--- src/rtl/cap_pkg.sv ---
package cap_pkg;

    localparam int RATE_W = 2;
    localparam int DIV_W  = (1 << RATE_W) - 1;

    typedef enum logic [1:0] {
        EDGE_OFF  = 2'b00,
        EDGE_RISE = 2'b01,
        EDGE_FALL = 2'b10,
        EDGE_BOTH = 2'b11
    } edge_e;

    typedef struct packed {
        edge_e             edge_sel;
        logic              bypass;
        logic [RATE_W-1:0] rate;
    } chan_cfg_t;

    localparam int CFG_W = $bits(chan_cfg_t);

    function automatic logic [DIV_W-1:0] rate_limit(input logic [RATE_W-1:0] r);
        logic [DIV_W:0] one;
        logic [DIV_W:0] span;
        one  = 1;
        span = (one << r) - 1'b1;
        return span[DIV_W-1:0];
    endfunction

    function automatic logic [2:0] ones4(input logic [3:0] w);
        return {2'b00, w[0]} + {2'b00, w[1]} + {2'b00, w[2]} + {2'b00, w[3]};
    endfunction

endpackage

--- src/rtl/cap_free_counter.sv ---
module cap_free_counter #(
    parameter int W = 16
) (
    input  logic         clk,
    input  logic         rst,
    output logic [W-1:0] cnt_o,
    output logic         at_top_o
);
    logic [W-1:0] cnt_q;

    always_ff @(posedge clk) begin
        if (rst) cnt_q <= '0;
        else     cnt_q <= cnt_q + 1'b1;
    end

    assign cnt_o    = cnt_q;
    assign at_top_o = &cnt_q;

    assert_wrap_zero_R9: assert property (@(posedge clk) disable iff (rst)
        (cnt_q == '1) |=> (cnt_q == '0));

    assert_step_one_R9: assert property (@(posedge clk) disable iff (rst)
        (cnt_q != '1) |=> (cnt_q == $past(cnt_q) + 1'b1));
endmodule

--- src/rtl/cap_input_filter.sv ---
module cap_input_filter
    import cap_pkg::*;
(
    input  logic              clk,
    input  logic              rst,
    input  logic              pin_i,
    input  logic [RATE_W-1:0] rate_i,
    input  logic              bypass_i,
    output logic              level_o
);
    logic [1:0]       sync_q;
    logic [DIV_W-1:0] div_q;
    logic [3:0]       win_q;
    logic [3:0]       win_nxt;
    logic [2:0]       ones;
    logic             filt_q;
    logic             tick;

    assign tick    = (div_q >= rate_limit(rate_i));
    assign win_nxt = {win_q[2:0], sync_q[1]};
    assign ones    = ones4(win_nxt);

    always_ff @(posedge clk) begin
        if (rst) begin
            sync_q <= '0;
            div_q  <= '0;
            win_q  <= '0;
            filt_q <= 1'b0;
        end else begin
            sync_q <= {sync_q[0], pin_i};
            div_q  <= tick ? '0 : div_q + 1'b1;
            if (tick) begin
                win_q <= win_nxt;
                if (ones >= 3'd3)      filt_q <= 1'b1;
                else if (ones <= 3'd1) filt_q <= 1'b0;
            end
        end
    end

    assign level_o = bypass_i ? sync_q[1] : filt_q;

    assert_vote_high_R3: assert property (@(posedge clk) disable iff (rst)
        $rose(filt_q) |-> ($countones(win_q) >= 3));

    assert_vote_low_R3: assert property (@(posedge clk) disable iff (rst)
        $fell(filt_q) |-> ($countones(win_q) <= 1));

    assert_on_sample_R4: assert property (@(posedge clk) disable iff (rst)
        !$stable(filt_q) |-> $past(tick));
endmodule

--- src/rtl/cap_channel.sv ---
module cap_channel
    import cap_pkg::*;
#(
    parameter int CNT_W = 16
) (
    input  logic             clk,
    input  logic             rst,
    input  logic             pin_i,
    input  chan_cfg_t        cfg_i,
    input  logic [CNT_W-1:0] cnt_i,
    input  logic             clr_flag_i,
    input  logic             clr_ovr_i,
    output logic [CNT_W-1:0] cap_o,
    output logic             flag_o,
    output logic             ovr_o
);
    logic             level;
    logic             prev_q;
    logic             hit;
    logic [CNT_W-1:0] cap_q;
    logic             flag_q;
    logic             ovr_q;

    cap_input_filter u_filt (
        .clk      (clk),
        .rst      (rst),
        .pin_i    (pin_i),
        .rate_i   (cfg_i.rate),
        .bypass_i (cfg_i.bypass),
        .level_o  (level)
    );

    always_comb begin
        case (cfg_i.edge_sel)
            EDGE_RISE: hit = level & ~prev_q;
            EDGE_FALL: hit = ~level & prev_q;
            EDGE_BOTH: hit = level ^ prev_q;
            default:   hit = 1'b0;
        endcase
    end

    always_ff @(posedge clk) begin
        if (rst) begin
            prev_q <= 1'b0;
            cap_q  <= '0;
            flag_q <= 1'b0;
            ovr_q  <= 1'b0;
        end else begin
            prev_q <= level;
            if (hit) cap_q <= cnt_i;
            if (clr_flag_i) flag_q <= 1'b0;
            if (hit)        flag_q <= 1'b1;
            if (clr_ovr_i)      ovr_q <= 1'b0;
            if (hit && flag_q)  ovr_q <= 1'b1;
        end
    end

    assign cap_o  = cap_q;
    assign flag_o = flag_q;
    assign ovr_o  = ovr_q;

    assert_stamp_R2: assert property (@(posedge clk) disable iff (rst)
        $rose(flag_q) |-> (cap_q == $past(cnt_i)));

    assert_sticky_R7: assert property (@(posedge clk) disable iff (rst)
        (flag_q && !clr_flag_i) |=> flag_q);

    assert_overrun_R8: assert property (@(posedge clk) disable iff (rst)
        (flag_q && hit) |=> ovr_q);

    assert_edge_off_R6: assert property (@(posedge clk) disable iff (rst)
        (cfg_i.edge_sel == EDGE_OFF) |=> $stable(cap_q));
endmodule

--- src/rtl/cap_unit.sv ---
module cap_unit
    import cap_pkg::*;
#(
    parameter int NCH    = 2,
    parameter int CNT_W  = 16,
    parameter int ADDR_W = $clog2(2*NCH + 2),
    parameter int WD_W   = (CFG_W > 2*NCH + 1) ? CFG_W : 2*NCH + 1
) (
    input  logic              clk,
    input  logic              rst,
    input  logic [NCH-1:0]    cap_pin,
    input  logic              wr_en,
    input  logic [ADDR_W-1:0] wr_addr,
    input  logic [WD_W-1:0]   wr_data,
    input  logic [ADDR_W-1:0] rd_addr,
    output logic [CNT_W-1:0]  rd_data,
    output logic [NCH-1:0]    cap_irq,
    output logic              wrap_irq
);
    localparam int STAT_ADDR = 2*NCH;
    localparam int CNT_ADDR  = 2*NCH + 1;
    localparam int WRAP_BIT  = 2*NCH;

    logic [CNT_W-1:0] cnt;
    logic             at_top;
    logic             wrap_q;
    logic             st_wr;
    chan_cfg_t        cfg_q   [NCH];
    logic [CNT_W-1:0] cap_val [NCH];
    logic [NCH-1:0]   flag;
    logic [NCH-1:0]   ovr;

    assign st_wr = wr_en && (wr_addr == ADDR_W'(STAT_ADDR));

    cap_free_counter #(.W(CNT_W)) u_cnt (
        .clk      (clk),
        .rst      (rst),
        .cnt_o    (cnt),
        .at_top_o (at_top)
    );

    always_ff @(posedge clk) begin
        if (rst) wrap_q <= 1'b0;
        else begin
            if (st_wr && wr_data[WRAP_BIT]) wrap_q <= 1'b0;
            if (at_top)                     wrap_q <= 1'b1;
        end
    end

    for (genvar g = 0; g < NCH; g++) begin : g_ch
        always_ff @(posedge clk) begin
            if (rst) cfg_q[g] <= '0;
            else if (wr_en && (wr_addr == ADDR_W'(g)))
                cfg_q[g] <= chan_cfg_t'(wr_data[CFG_W-1:0]);
        end

        cap_channel #(.CNT_W(CNT_W)) u_ch (
            .clk        (clk),
            .rst        (rst),
            .pin_i      (cap_pin[g]),
            .cfg_i      (cfg_q[g]),
            .cnt_i      (cnt),
            .clr_flag_i (st_wr && wr_data[g]),
            .clr_ovr_i  (st_wr && wr_data[NCH+g]),
            .cap_o      (cap_val[g]),
            .flag_o     (flag[g]),
            .ovr_o      (ovr[g])
        );
    end

    always_comb begin
        rd_data = '0;
        for (int i = 0; i < NCH; i++) begin
            if (rd_addr == ADDR_W'(i))       rd_data = CNT_W'(cfg_q[i]);
            if (rd_addr == ADDR_W'(NCH + i)) rd_data = cap_val[i];
        end
        if (rd_addr == ADDR_W'(STAT_ADDR)) rd_data = CNT_W'({wrap_q, ovr, flag});
        if (rd_addr == ADDR_W'(CNT_ADDR))  rd_data = cnt;
    end

    assign cap_irq  = flag;
    assign wrap_irq = wrap_q;

    assert_wrap_flag_R9: assert property (@(posedge clk) disable iff (rst)
        at_top |=> wrap_q);
endmodule

--- config.mk ---
export PLATFORM = sky130hd
export DESIGN_NAME = cap_unit
export DESIGN_NICKNAME = d
export VERILOG_FILES = /design/src/rtl/cap_pkg.sv /design/src/rtl/cap_free_counter.sv /design/src/rtl/cap_input_filter.sv /design/src/rtl/cap_channel.sv /design/src/rtl/cap_unit.sv
export SDC_FILE = /design/constraint.sdc
export NUM_CORES = 1
export LEC_CHECK = 0
export BUFFER_PORTS_ARGS = -buffer_cell sky130_fd_sc_hd__buf_2
export CORE_MARGIN = 5
export CORE_UTILIZATION = 25
export DETAILED_ROUTE_END_ITERATION = 10
export MAX_ROUTING_LAYER = met4
export PLACE_DENSITY = 0.51
export REMOVE_ABC_BUFFERS = 1
export SETUP_SLACK_MARGIN = 0.1
export SLEW_MARGIN = 20
export SYNTH_ARGS = -nofsm -noshare
export SYNTH_HDL_FRONTEND = slang
export SYNTH_SLANG_ARGS = --single-unit
--- constraint.sdc ---
create_clock -name clk -period 4.5 [get_ports clk]
set_input_delay 0.9 -clock clk [delete_from_list [all_inputs] [get_ports clk]]
set_output_delay 0.9 -clock clk [all_outputs]
set_load 0.005 [all_outputs]
==> impl_metrics.json <==
{
  "via_per_inst": 4.43,
  "crit_buf_inv": 3,
  "maxCapViolations": 0,
  "finalCritPeriodShare": 0.694,
  "ys_warn_count": 0,
  "use_met3": 0.0252,
  "cp_top_family": "buffers and inverters",
  "cts_setup_buffers": 0,
  "synth_top_area_cell": "dfxtp_1",
  "clock_path_buffers": 2,
  "synth_flop_cell": "dfxtp_1",
  "crit_chain": "buf_2 > nand2_1 > nor2_1 > buf_4 > nand2_1 > o21ai_0 > buf_2",
  "start_util": 0.256,
  "critPathSlowestCell": "buf_2",
  "totalWireLength_mm": 9.49,
  "r2r_end": "g_ch[1].u_ch.cap_o[11]$_SDFFE_PP0P_",
  "place_congestion": 0.768,
  "setup_viol": 0,
  "met2_usage": 0.187,
  "syn2layout_area_growth_pct": 16.4,
  "clk_pin_slew_ns": 0.07,
  "period_minus_slack_ns": 3.12,
  "antenna_found_initial": 0,
  "yosysTopAreaCellShare": 0.359,
  "tightest_slew_ns": 0.860,
  "netlist_top_cells_area": "dfxtp_1 (36%), mux2i_1 (14%), edfxtp_1 (7.4%)",
  "cts-buffers-inserted": 9,
  "critPathCapture": "rd_data[11]",
  "fin_skew_ns": 0.00903,
  "row_count": 46,
  "finalWorstSetupSlack_ns": 1.38,
  "ant_nets": 0,
  "regToRegSetupSlack_ns": 2.37,
  "worstRegToRegCells": 8,
  "die_h_um": 138,
  "cts_tree": "yes",
  "grt_pass1_vias": 3124,
  "cts.repair.resized": 0,
  "final_cells": 677,
  "crit_fanout": 19,
  "overflow": 0,
  "final_common_cell": "dfxtp_1",
  "cts.sinks": 83,
  "die_w_um": 138,
  "syn_area_per_cell_um2": 9.41,
  "mostFrequentLayoutCells": "dfxtp_1 (73), nor2_1 (65), mux2i_1 (59), nand2_1 (37), buf_2 (34)",
  "rsz0062_at_grt": "false",
  "crit_path_start": "rd_addr[0]",
  "crit_path_end_kind": "output port",
  "pwr_density_cell_nw_per_um2": 380,
  "drt_iter0_drc": 97,
  "relSlewSlack": 0.422,
  "busiest_layer": "met2",
  "path_class": "input port to output port",
  "setup_tns_ns": 0,
  "wl_per_cell_um": 14.0,
  "hpwl_mm": 6.86,
  "synth_area_um2": 4080,
  "hold_ws_ns": 0.443,
  "ir_drop_mv": 0.184,
  "nets": 495,
  "crit-reg2reg-launch": "cfg_q[1][2]$_SDFFCE_PN0P_",
  "cp-start-kind": "input port",
  "clkLatencyLatePin_ns": 0.34,
  "synthArstFlopShare": 0,
  "crit_required_ns": 3.60,
  "ctsHoldBuffers": 0,
  "place_inst": 661,
  "via_count": 3001,
  "leakagePower_nw": 2.09,
  "track_usage": 0.111,
  "status": "completed",
  "boundaryPins": 35,
  "antennaDiodeCount": 0,
  "dp_worst_setup_slack_ns": 1.35,
  "ys_ff_latch": 83,
  "fmax_mhz": 320,
  "hp-class": "register to register",
  "dieArea_um2": 19000,
  "root_buffer": "clkbuf_16",
  "grt_use_met1": 0.122,
  "critical_path_arrival_ns": 2.22,
  "ys_types": 45,
  "grt_max_degree": 62,
  "synth_edf_count": 10,
  "grt_pass1_wl_mm": 15.8,
  "drive_gt1_frac": 0.150,
  "synth_seq_area_share": 0.432,
  "drt_first_pass_iters": 4,
  "cts_htree_levels": 3,
  "drv_slew": 0,
  "synth_cells": 433,
  "drc": 0,
  "cp.depth": 7,
  "hold_viol_final": 0,
  "coreArea_um2": 15900,
  "place.port_buffers": 34,
  "max_stage_delay_ns": 0.37
}
## through the flow
step                      utilization  total power, mW  area (um2)
after CTS                       0.298             1.83        4750
after global routing            0.298             1.88        4750
final                           0.298             1.80        4750
after global placement          0.278             1.02        4430
after detailed placement        0.278             1.03        4430
after floorplan                     -            0.948        3940
## worst min path at each step
stage,startpoint,endpoint,depth (start not counted)
6_report,g_ch[0].u_ch.u_filt.sync_q[0]$_SDFF_PP0_,g_ch[0].u_ch.u_filt.sync_q[1]$_SDFF_PP0_,1
5_1_grt,g_ch[0].u_ch.u_filt.sync_q[0]$_SDFF_PP0_,g_ch[0].u_ch.u_filt.sync_q[1]$_SDFF_PP0_,1
4_1_cts,g_ch[0].u_ch.u_filt.sync_q[0]$_SDFF_PP0_,g_ch[0].u_ch.u_filt.sync_q[1]$_SDFF_PP0_,1
3_5_place_dp,g_ch[1].u_ch.u_filt.sync_q[0]$_SDFF_PP0_,g_ch[1].u_ch.u_filt.sync_q[1]$_SDFF_PP0_,1
3_3_place_gp,g_ch[1].u_ch.u_filt.sync_q[0]$_SDFF_PP0_,g_ch[1].u_ch.u_filt.sync_q[1]$_SDFF_PP0_,1
2_1_floorplan,g_ch[0].u_ch.u_filt.sync_q[0]$_SDFF_PP0_,g_ch[0].u_ch.u_filt.sync_q[1]$_SDFF_PP0_,1
## final cells by class
| class | count | area (um2) |
|---|---|---|
| Fill cell | 1703 | 11200 |
| Multi-Input combinational cell | 308 | 2130 |
| Sequential cell | 83 | 1760 |
| Tap cell | 216 | 270 |
| Clock buffer | 12 | 246 |
| Timing Repair Buffer | 39 | 208 |
| Clock inverter | 4 | 73.8 |
| Inverter | 15 | 56.3 |
## cell families (layout without fill, tap and decap cells)
group                      Yosys count  after routing  share of synthesized area
adders and majority gates           23             23                     0.0743
AOI/OAI and AO/OA                   46             46                     0.0672
DFF                                 83             83                      0.432
and+or+nand+nor                    162            162                      0.192
xor gates and xnor gates            14             14                     0.0301
muxes                               63             63                      0.156
buffers and inverters               42             70                     0.0485
## flip-flops by register name (all words and copies together), names as in the netlist
name and count:
cfg_q 10, g_ch.u_ch.cap_o 32, g_ch.u_ch.flag_o 2, g_ch.u_ch.ovr_o 2, g_ch.u_ch.prev_q 2, g_ch.u_ch.u_filt.div_q 6, g_ch.u_ch.u_filt.filt_q 2, g_ch.u_ch.u_filt.sync_q 4
g_ch.u_ch.u_filt.win_q 6, u_cnt.cnt_o 16, wrap_irq 1
## power by group
part           internal, mW  switching (mW)
registers             0.779          0.0274
logic                0.0855           0.114
clock network         0.502           0.294
total                  1.37           0.436
## synthesized netlist by cell type, types with 4 or more instances
library cell / instances
dfxtp_1: 73
nor2_1: 65
o22ai_1: 5
a21oi_1: 10
xor2_1: 8
buf_4: 4
clkbuf_1: 10
and2_1: 10
buf_2: 8
edfxtp_1: 10
nand2_1: 37
xnor2_1: 6
mux2_2: 4
inv_1: 15
nand3_1: 8
ha_1: 21
o21ai_0: 19
nand2b_1: 4
nor3_1: 6
nor2b_1: 7
a221oi_1: 5
mux2i_1: 59
## layer usage
metal,wire length (um),share of wire
met5,0,0
met1,3900,0.41
met4,274,0.029
met2,4970,0.52
met3,337,0.036
## worst register-to-register path: stages (launching register included)
cell and delay, ns:
edfxtp_1 0.45, mux2i_1 0.27, inv_1 0.08, ha_1 0.28, nand2_1 0.06, a31oi_2 0.18
buf_4 0.37, mux2i_1 0.25, nor2_1 0.05
Note: power is estimated with default switching activity, not from simulation.
